`src/rtl/pbg_pkg.sv`:
```
package pbg_pkg;
  localparam int unsigned AW    = 8;
  localparam int unsigned DW    = 16;
  localparam int unsigned SRC_N = 7;
  localparam int unsigned IEN_W = 8;
  localparam int unsigned EXT_N = SRC_N - 1;

  localparam logic [AW-1:0] A_COUNT = 8'h0C;
  localparam logic [AW-1:0] A_IVL   = 8'h10;
  localparam logic [AW-1:0] A_IEN   = 8'h14;
  localparam logic [AW-1:0] A_PEND  = 8'h18;
  localparam logic [AW-1:0] A_CLR   = 8'h1C;

  // source index 0 is the burst-done event; 1..6 are external strobes
  localparam int unsigned SRC_BURST = 0;
endpackage

```
`src/rtl/tick_prescaler.sv`:
```
module tick_prescaler #(
  parameter int unsigned DIV = 121
) (
  input  logic clk,
  input  logic rst_n,
  input  logic run_i,
  input  logic restart_i,
  output logic tick_o
);
  localparam int unsigned CW = (DIV > 1) ? $clog2(DIV) : 1;
  localparam logic [CW-1:0] LAST = CW'(DIV - 1);

  generate
    if (DIV > 1) begin : g_div
      logic [CW-1:0] cnt_q;
      always_ff @(posedge clk) begin
        if (!rst_n || restart_i || !run_i) cnt_q <= '0;
        else if (cnt_q == LAST)            cnt_q <= '0;
        else                               cnt_q <= cnt_q + 1'b1;
      end
      assign tick_o = run_i && (cnt_q == LAST);


      tick_gap_chk: assert property (@(posedge clk) disable iff (!rst_n)
        tick_o |=> !tick_o);
    end else begin : g_pass
      assign tick_o = run_i;
    end
  endgenerate
endmodule

```
`src/rtl/burst_sequencer.sv`:
```
module burst_sequencer #(
  parameter int unsigned CNT_W = 16,
  parameter int unsigned IVL_W = 16
) (
  input  logic             clk,
  input  logic             rst_n,
  input  logic             start_i,
  input  logic [CNT_W-1:0] count_i,
  input  logic [IVL_W-1:0] ivl_i,
  input  logic             tick_i,
  output logic             active_o,
  output logic             pulse_o,
  output logic             done_o
);
  localparam logic [CNT_W-1:0] ONE_C = CNT_W'(1);
  localparam logic [IVL_W-1:0] ONE_I = IVL_W'(1);

  logic             active_q, pulse_q, done_q;
  logic [CNT_W-1:0] left_q;
  logic [IVL_W-1:0] tkc_q;
  logic [IVL_W-1:0] ivl_eff;
  logic             slot_end;

  assign ivl_eff  = (ivl_i == '0) ? ONE_I : ivl_i;
  assign slot_end = ({1'b0, tkc_q} + {{IVL_W{1'b0}}, 1'b1}) >= {1'b0, ivl_eff};

  always_ff @(posedge clk) begin
    if (!rst_n) begin
      active_q <= 1'b0;
      pulse_q  <= 1'b0;
      done_q   <= 1'b0;
      left_q   <= '0;
      tkc_q    <= '0;
    end else if (start_i) begin
      active_q <= (count_i != '0);
      left_q   <= count_i;
      tkc_q    <= '0;
      pulse_q  <= 1'b0;
      done_q   <= 1'b0;
    end else if (active_q && tick_i) begin
      if (slot_end) begin
        tkc_q   <= '0;
        pulse_q <= 1'b1;
        left_q  <= left_q - ONE_C;
        if (left_q == ONE_C) begin
          active_q <= 1'b0;
          done_q   <= 1'b1;
        end else begin
          done_q   <= 1'b0;
        end
      end else begin
        tkc_q   <= tkc_q + ONE_I;
        pulse_q <= 1'b0;
        done_q  <= 1'b0;
      end
    end else begin
      pulse_q <= 1'b0;
      done_q  <= 1'b0;
    end
  end

  assign active_o = active_q;
  assign pulse_o  = pulse_q;
  assign done_o   = done_q;


  pulse_src_chk: assert property (@(posedge clk) disable iff (!rst_n)
    pulse_q |-> $past(tick_i));

  left_nonzero_chk: assert property (@(posedge clk) disable iff (!rst_n)
    active_q |-> (left_q != '0));

  end_cause_chk: assert property (@(posedge clk) disable iff (!rst_n)
    $fell(active_q) |-> (pulse_q || $past(start_i)));
endmodule

```
`src/rtl/irq_pending.sv`:
```
module irq_pending #(
  parameter int unsigned N = 7
) (
  input  logic         clk,
  input  logic         rst_n,
  input  logic [N-1:0] set_i,
  input  logic [N-1:0] clr_i,
  output logic [N-1:0] pend_o
);
  logic [N-1:0] pend_q;

  always_ff @(posedge clk) begin
    if (!rst_n) pend_q <= '0;
    else        pend_q <= (pend_q & ~clr_i) | set_i;
  end

  assign pend_o = pend_q;


  set_keep_chk: assert property (@(posedge clk) disable iff (!rst_n)
    (|set_i) |=> ((pend_q & $past(set_i)) == $past(set_i)));

  clr_drop_chk: assert property (@(posedge clk) disable iff (!rst_n)
    (|(clr_i & ~set_i)) |=> ((pend_q & $past(clr_i & ~set_i)) == '0));

  no_phantom_chk: assert property (@(posedge clk) disable iff (!rst_n)
    ((pend_q & ~$past(pend_q) & ~$past(set_i)) == '0));
endmodule

```
`src/rtl/pulse_burst_irq.sv`:
```
module pulse_burst_irq
  import pbg_pkg::*;
#(
  parameter int unsigned CLK_PER_TICK = 121,
  parameter int unsigned DEF_COUNT    = 256,
  parameter int unsigned DEF_IVL      = 5156
) (
  input  logic          clk,
  input  logic          rst_n,
  input  logic          reg_wr,
  input  logic [AW-1:0] reg_addr,
  input  logic [DW-1:0] reg_wdata,
  output logic [DW-1:0] reg_rdata,
  input  logic [EXT_N-1:0] ext_evt,
  output logic          sample_pulse,
  output logic          burst_active,
  output logic          irq
);
  logic [DW-1:0]    count_q, ivl_q;
  logic [IEN_W-1:0] ien_q;
  logic [SRC_N-1:0] pend, set_v, clr_v;
  logic             start, tick, done;

  assign start = reg_wr && (reg_addr == A_COUNT);

  always_ff @(posedge clk) begin
    if (!rst_n) begin
      count_q <= DW'(DEF_COUNT);
      ivl_q   <= DW'(DEF_IVL);
      ien_q   <= '0;
    end else if (reg_wr) begin
      case (reg_addr)
        A_COUNT: count_q <= reg_wdata;
        A_IVL:   ivl_q   <= reg_wdata;
        A_IEN:   ien_q   <= reg_wdata[IEN_W-1:0];
        default: ;
      endcase
    end
  end

  tick_prescaler #(.DIV(CLK_PER_TICK)) u_presc (
    .clk(clk), .rst_n(rst_n), .run_i(burst_active),
    .restart_i(start), .tick_o(tick)
  );

  burst_sequencer #(.CNT_W(DW), .IVL_W(DW)) u_seq (
    .clk(clk), .rst_n(rst_n), .start_i(start), .count_i(reg_wdata),
    .ivl_i(ivl_q), .tick_i(tick), .active_o(burst_active),
    .pulse_o(sample_pulse), .done_o(done)
  );

  assign set_v = {ext_evt, done};
  assign clr_v = (reg_wr && reg_addr == A_CLR) ? reg_wdata[SRC_N-1:0] : '0;

  irq_pending #(.N(SRC_N)) u_pend (
    .clk(clk), .rst_n(rst_n), .set_i(set_v), .clr_i(clr_v), .pend_o(pend)
  );

  assign irq = |(pend & ien_q[SRC_N-1:0]);

  always_comb begin
    case (reg_addr)
      A_COUNT: reg_rdata = count_q;
      A_IVL:   reg_rdata = ivl_q;
      A_IEN:   reg_rdata = {{(DW-IEN_W){1'b0}}, ien_q};
      A_PEND:  reg_rdata = {{(DW-SRC_N){1'b0}}, pend};
      default: reg_rdata = '0;
    endcase
  end


  rise_cause_chk: assert property (@(posedge clk) disable iff (!rst_n)
    $rose(burst_active) |-> $past(start));

  done_bit_chk: assert property (@(posedge clk) disable iff (!rst_n)
    done |=> pend[SRC_BURST]);
endmodule

```
`config.mk`:
```
export PLATFORM = sky130hd
export DESIGN_NAME = pulse_burst_irq
export DESIGN_NICKNAME = d
export VERILOG_FILES = /design/src/rtl/pbg_pkg.sv /design/src/rtl/tick_prescaler.sv /design/src/rtl/burst_sequencer.sv /design/src/rtl/irq_pending.sv /design/src/rtl/pulse_burst_irq.sv
export SDC_FILE = /design/constraint.sdc
export NUM_CORES = 1
export LEC_CHECK = 0
export BUFFER_PORTS_ARGS = -buffer_cell sky130_fd_sc_hd__buf_4
export CORE_MARGIN = 4
export CORE_UTILIZATION = 59
export CTS_BUF_LIST = sky130_fd_sc_hd__clkbuf_16
export CTS_CLUSTER_SIZE = 16
export DETAILED_ROUTE_END_ITERATION = 16
export PLACE_DENSITY_LB_ADDON = 0.15
export SETUP_SLACK_MARGIN = 0.5
export SYNTH_ARGS = -nofsm -noshare
export SYNTH_HDL_FRONTEND = slang
export SYNTH_SLANG_ARGS = --single-unit
```
`constraint.sdc`:
```
create_clock -name clk -period 4.4 [get_ports clk]
set_clock_uncertainty 0.2 [all_clocks]
set_input_delay 0.66 -clock clk [delete_from_list [all_inputs] [get_ports clk]]
set_output_delay 0.66 -clock clk [all_outputs]
set_load 0.01 [all_outputs]
```
==> metrics, run 1 <==
area of the mapped netlist=0.00465 mm²; Post-synth top flop=dfxtp_1; Core Util, Final=0.717; clk root buf=clkbuf_16; Core Area=0.00769 mm²; initial antenna violation count=0; GPL Wtd Cong=0.954; synth top area cells=dfxtp_1, nand2_1, a21oi_1; TritonCTS clock tree=built; count of antenna-violating nets left after detailed routing=0; class of the worst hold path=flop to flop; synthesis-to-layout area growth=18.5%; Crit. End Element=flop; number of max-cap violations=0; TritonCTS Buffers=9; IO Pins=52; Distinct cells, synth=55; Initial Util=0.605; vias in the first global route=4365; DR iter-0 viols=496; post-DR wirelength/cell=17.9 µm; Die Y=96.8 µm; CTS clk-pin slew, worst paths=0.07 ns; most numerous cell in the Yosys netlist=nand2_1; # rows=32; uppermost layer routed=met4; list of most frequent post-synthesis cells=nand2_1, dfxtp_1, a21oi_1, nand3_1, nor2_1; crit start category=flop; minimum clock period=3.73 ns; Port Buf Inserts=51; Pint=1230 µW; Synth Register Bits=89; Max Slew Vio Count=0; DP Area=0.00514 mm²; synth warn=0; # hold bufs at CTS=0; EDFF count, synth=0; layout cells sized above 1=0.172; final setup vio count=0; leakage power=0.00207 µW; RSZ-0062 raised after global routing=false; ANT cells=0; WP data required=4.48 ns; CP Max Fanout=10; critical path arrival=3.81 ns; grt ovf=0; Die Wd=96.8 µm; CTS HTree Levels=3; All-Layer GR Usage=0.282; largest net degree at the start of global routing=48; Yosys top cell area share=0.383; Cells after Synth=591; async set-reset flop share out of synthesis=0; combinational share of power=0.048; Period Utilization, post-route=0.848; Crit Path Class=flop to flop; first-pass GRT wire length=21900 µm; status=complete, no violations; Final Hold Vio Count=0; Layout fillers=660; Die ar.=0.00937 mm²; sequential share of power=0.504; Synth area leader=dfxtp_1; clock network power share=0.448; sequential area share after synthesis=0.383; vias after detailed routing=4688; CTS Buffer Depth=2; DRC viols=0; Final nets=689; DR pass1 iterations=5; syn nets=645; slew margin rel.=0.335; Clock Sink Count=89; Max VDD drop=0.000226 V; DP HPWL=9190 µm; actual transition at the worst max-transition pin=0.995 ns; WL final=13300 µm; Setup TNS=0 ns; Hold WS=0.259 ns; clk_lat worst skew=0.35 ns; met2 wire len=6450 µm; met1 WL=5580 µm; Mean Syn Cell Area=7.87 µm²; fin area=0.00551 mm²; Pwr Density=294 mW/mm²; switching pwr=390 µW; vias per inst=6.32; DR WL met3=1050 µm; Sw Share=0.241; Fmax=268 MHz
power by group through the flow:
stage	clock (µW)	sequential [µW]	combinational, µW
2_1_floorplan	0	833	32.7
3_3_place_gp	0	835	75.2
3_5_place_dp	0	835	76.3
4_1_cts	732	816	76.7
5_1_grt	766	816	84.7
6_report	726	816	78.0
critical path, stage by stage, from the launching register on:
cell and delay, ns:
dfxtp_4 0.38, ha_4 0.16, nand3_2 0.13, nor3_1 0.24, buf_4 0.17, nand3_1 0.09
xnor2_1 0.18, ha_1 0.32, nand4_1 0.15, nor4_1 0.28, o21ai_0 0.13, nand3_1 0.15
o21ai_4 0.12, buf_6 0.19, or4_2 0.60, a31oi_1 0.16
metrics by stage:
step                worst slack [ns]  total power, µW  cells
floorplan                      0.525              866    591
global placement               0.378              910    725
detailed placement             0.280              911    725
CTS                            0.508             1630    741
global route                   0.475             1670    742
finish                         0.667             1620    742
sequential cells by signal, indices dropped and copies added (netlist names):
name	count
count_q	16
ivl_q	16
u_seq.left_q	16
u_seq.tkc_q	16
ien_q	8
u_pend.pend_o	7
u_presc.g_div.cnt_q	7
u_seq.active_o	1
u_seq.done_o	1
u_seq.pulse_o	1
cell usage in the layout (no fill, tap or decap), drive strengths merged, types with 4 or more instances in the layout:
master  instances
a31oi           8
dfxtp          89
nand2         102
ha             21
o21ai          27
a22oi           5
buf            63
or4             9
o31ai           7
xor2           10
nand3b          4
inv            25
xnor2          15
or2             4
or3             5
nor2           36
nand4           6
a22o            8
and3            4
a222oi          8
nand3          48
nor3           15
nor4           10
clkbuf          9
a21oi          62
final cells by class:
type                    instances  area (µm²)  area share
well taps                     102         128      0.0232
clock buffers                   9         225      0.0409
multi-input cells             450        2750       0.500
repair buffers                 63         477      0.0865
inverters                      22        82.6      0.0150
clock inverters                 7        56.3      0.0102
flip-flops and latches         89        1790       0.325
per-layer routing:
layer  up-vias  track usage
li1       2221            -
met1      2217        0.371
met2       228        0.463
met3        22       0.0642
met4         0       0.0842
met5         -            0
kinds of logic (layout without fill, tap and decap cells):
logic type                 Yosys count  after routing  synth area share
DFF                                 89             89             0.383
adders and majority gates           21             21            0.0565
and+or+nand+nor                    256            256             0.267
buffers and inverters               52            101            0.0420
AOI/OAI and AO/OA                  145            145             0.198
xor gates and xnor gates            25             25            0.0471
muxes                                3              3           0.00646
what timing repair did:
item / CTS / global route
pin swaps: 1 / 4
setup buffers: 0 / 1
resized for setup: 6 / 13
endpoints found under the setup margin: 13 / 23
final timing paths:
kind | startpoint | to | slack [ns] | cells after the start
max reg2reg | u_seq.tkc_q[0]$_SDFFE_PP0P_ | u_seq.left_q[5]$_SDFFE_PN0P_ | 0.67 | 15
min reg2reg | count_q[15]$_SDFFE_PN0P_ | count_q[15]$_SDFFE_PN0P_ | 0.26 | 2
max | u_seq.tkc_q[0]$_SDFFE_PP0P_ | u_seq.left_q[5]$_SDFFE_PN0P_ | 0.67 | 15
min | count_q[15]$_SDFFE_PN0P_ | count_q[15]$_SDFFE_PN0P_ | 0.26 | 2
(Power assumes the default switching activity.)
==> inputs of run 2 (changes only) <==
--- a/config.mk
+++ b/config.mk
@@ -7,7 +7,7 @@
 export LEC_CHECK = 0
 export BUFFER_PORTS_ARGS = -buffer_cell sky130_fd_sc_hd__buf_4
 export CORE_MARGIN = 4
-export CORE_UTILIZATION = 59
+export CORE_UTILIZATION = 53
 export CTS_BUF_LIST = sky130_fd_sc_hd__clkbuf_16
 export CTS_CLUSTER_SIZE = 16
 export DETAILED_ROUTE_END_ITERATION = 16
==> constraint.sdc (replaced) <==
create_clock -name clk -period 3.13 [get_ports clk]
set_clock_uncertainty 0.2 [all_clocks]
set_input_delay 0.4695 -clock clk [delete_from_list [all_inputs] [get_ports clk]]
set_output_delay 0.4695 -clock clk [all_outputs]
set_load 0.01 [all_outputs]
==> run 2 against run 1 <==
The run now ends with setup timing left. Register-to-register slack got worse by 1.1 ns. Hold slack worse by 0.12 ns. Sequential cell count is the same. Final area is 15% higher. Critical path type unchanged. Largest cell class unchanged.
==> metrics, run 2 (same netlist as run 1, synthesis figures left out) <==
status=complete, but fails checks; failing checks=setup timing; crit-path cells=ha_4, nand3_4, or3_4, nor2_4, nand3_2, xnor2_2, ha_4, buf_4, nand3_2, a311oi_4, buf_6, o21ai_4, or4_4, a311oi_2; final setup vio count=35; DR WL met3=1120 µm; crit start category=flop; clk root buf=clkbuf_16; first-pass GRT wire length=23400 µm; uppermost layer routed=met4; Fmax=284 MHz; reg2reg end=u_seq.left_q[8]$_SDFFE_PN0P_; Total Power=2450 µW; commonest non-fill, non-tap cells in the layout=buf_4, nand2_1, dfxtp_1; DR pass1 iterations=7; Die ar.=0.0103 mm²; Port Buf Inserts=51; CP Max Fanout=7; WL final=15000 µm; number of max-cap violations=0; Place WS=-0.375 ns; DRC viols=0; vias per inst=6.27; CP max-delay cell=or4_4; Die Y=102 µm; crit path from=u_seq.tkc_q[1]$_SDFFE_PP0P_; vias after detailed routing=5044; Crit. End Element=flop; vias in the first global route=4738; fin area=0.00631 mm²; WP data required=3.18 ns; largest net degree at the start of global routing=48; Period Utilization, post-route=1.13; minimum clock period=3.52 ns; CTS clk-pin slew, worst paths=0.07 ns; Core Area=0.00838 mm²; Die Wd=102 µm; slew margin rel.=0.527; # rows=33; ANT cells=0; initial antenna violation count=0; class of the worst hold path=input port to flop; synthesis-to-layout area growth=35.8%; CP peak stage delay=0.55 ns; IO Pins=52; DR iter-0 viols=558; All-Layer GR Usage=0.287; count of antenna-violating nets left after detailed routing=0; Clock Sink Count=89; grt ovf=0; critical path arrival=3.57 ns; RSZ-0062 raised after global routing=true; CTS HTree Levels=3; Initial Util=0.555; clk_lat worst skew=0.34 ns; R2R depth=14; Final Hold Vio Count=0; Setup TNS=-8.37 ns; actual transition at the worst max-transition pin=0.708 ns; Final nets=749; source of the worst hold timing path=ext_evt[5]; CP Capture Point=u_seq.left_q[8]$_SDFFE_PN0P_; met2 wire len=7160 µm; layout cells sized above 1=0.284; DP Area=0.00568 mm²; Crit Path Class=flop to flop; Max VDD drop=0.000359 V; leakage power=0.00248 µW; DP HPWL=10000 µm; met1 WL=6250 µm; TritonCTS clock tree=built; GPL Wtd Cong=0.986; commonest non-fill, non-tap cell in the layout=buf_4; Max Slew Vio Count=0; post-DR wirelength/cell=18.6 µm; Hold WS=0.137 ns; R2R Setup Slk=-0.39 ns; final critical-path setup slack=-0.391 ns; TritonCTS Buffers=9; CTS Buffer Depth=2; Pwr Density=389 mW/mm²; RR Startpoint=u_seq.tkc_q[1]$_SDFFE_PP0P_
[run 2: cell count changes in the layout (fill, tap and decap cells not counted), moves of 3 or more]
cell / change
nand3_1: -5
buf_6: +8
buf_4: +50
o21ai_0: -4
or4_4: +3
nand3_4: +3
or4_2: -3
[run 2: routing by layer]
| metal | track usage | up-vias |
|---|---|---|
| li1 | - | 2349 |
| met2 | 0.467 | 227 |
| met5 | 0 | - |
| met4 | 0.125 | 0 |
| met3 | 0.0337 | 31 |
| met1 | 0.385 | 2437 |
[run 2: worst min-delay path by stage]
stage | cells after the start | endpoint | slack [ns]
6_report | 3 | u_pend.pend_o[6]$_SDFF_PN0_ | 0.14
5_1_grt | 3 | u_pend.pend_o[2]$_SDFF_PN0_ | 0.15
4_1_cts | 3 | u_pend.pend_o[2]$_SDFF_PN0_ | 0.13
3_5_place_dp | 2 | u_pend.pend_o[0]$_SDFF_PN0_ | 0.25
3_3_place_gp | 2 | u_pend.pend_o[0]$_SDFF_PN0_ | 0.23
2_1_floorplan | 2 | u_pend.pend_o[0]$_SDFF_PN0_ | 0.21
[run 2: per-stage QoR]
stage               std cells  utilization
floorplan                 591            -
global placement          775        0.677
detailed placement        775        0.677
CTS                       797        0.732
global route              805        0.753
finish                    805        0.753
[run 2: final cells by class]
class,count,area [µm²]
tap,105,131
multi-input combinational,451,3020
clock buffer,9,225
inverter,22,82.6
sequential,89,1790
timing repair buffer,122,962
fill,621,2070
clock inverter,7,101
[run 2: power by group]
part | leakage, µW | switching [µW] | internal, µW
clock | 0.000164 | 475 | 710
combinational | 0.00159 | 73.1 | 50.3
sequential | 0.000722 | 8.47 | 1140
total | 0.00248 | 556 | 1900
[run 2: worst max-delay path: cells and delay by family, from the launching register on]
family / cells / cell delay [ns]
XOR/XNOR: 1 / 0.18
adder cells (fa/ha/maj): 2 / 0.44
flip-flops: 1 / 0.36
AO/OA/AOI/OAI: 3 / 0.57
buffers and inverters: 2 / 0.27
AND/OR/NAND/NOR: 6 / 1.41
[run 2: repair_timing]
action,in CTS,in global routing
hold buffers,0,0
pin swaps,21,27
cloned,2,0
gates resized for setup,22,25
buffers inserted,4,8
endpoints found under the setup margin,35,46
endpoints found under the hold margin,0,0
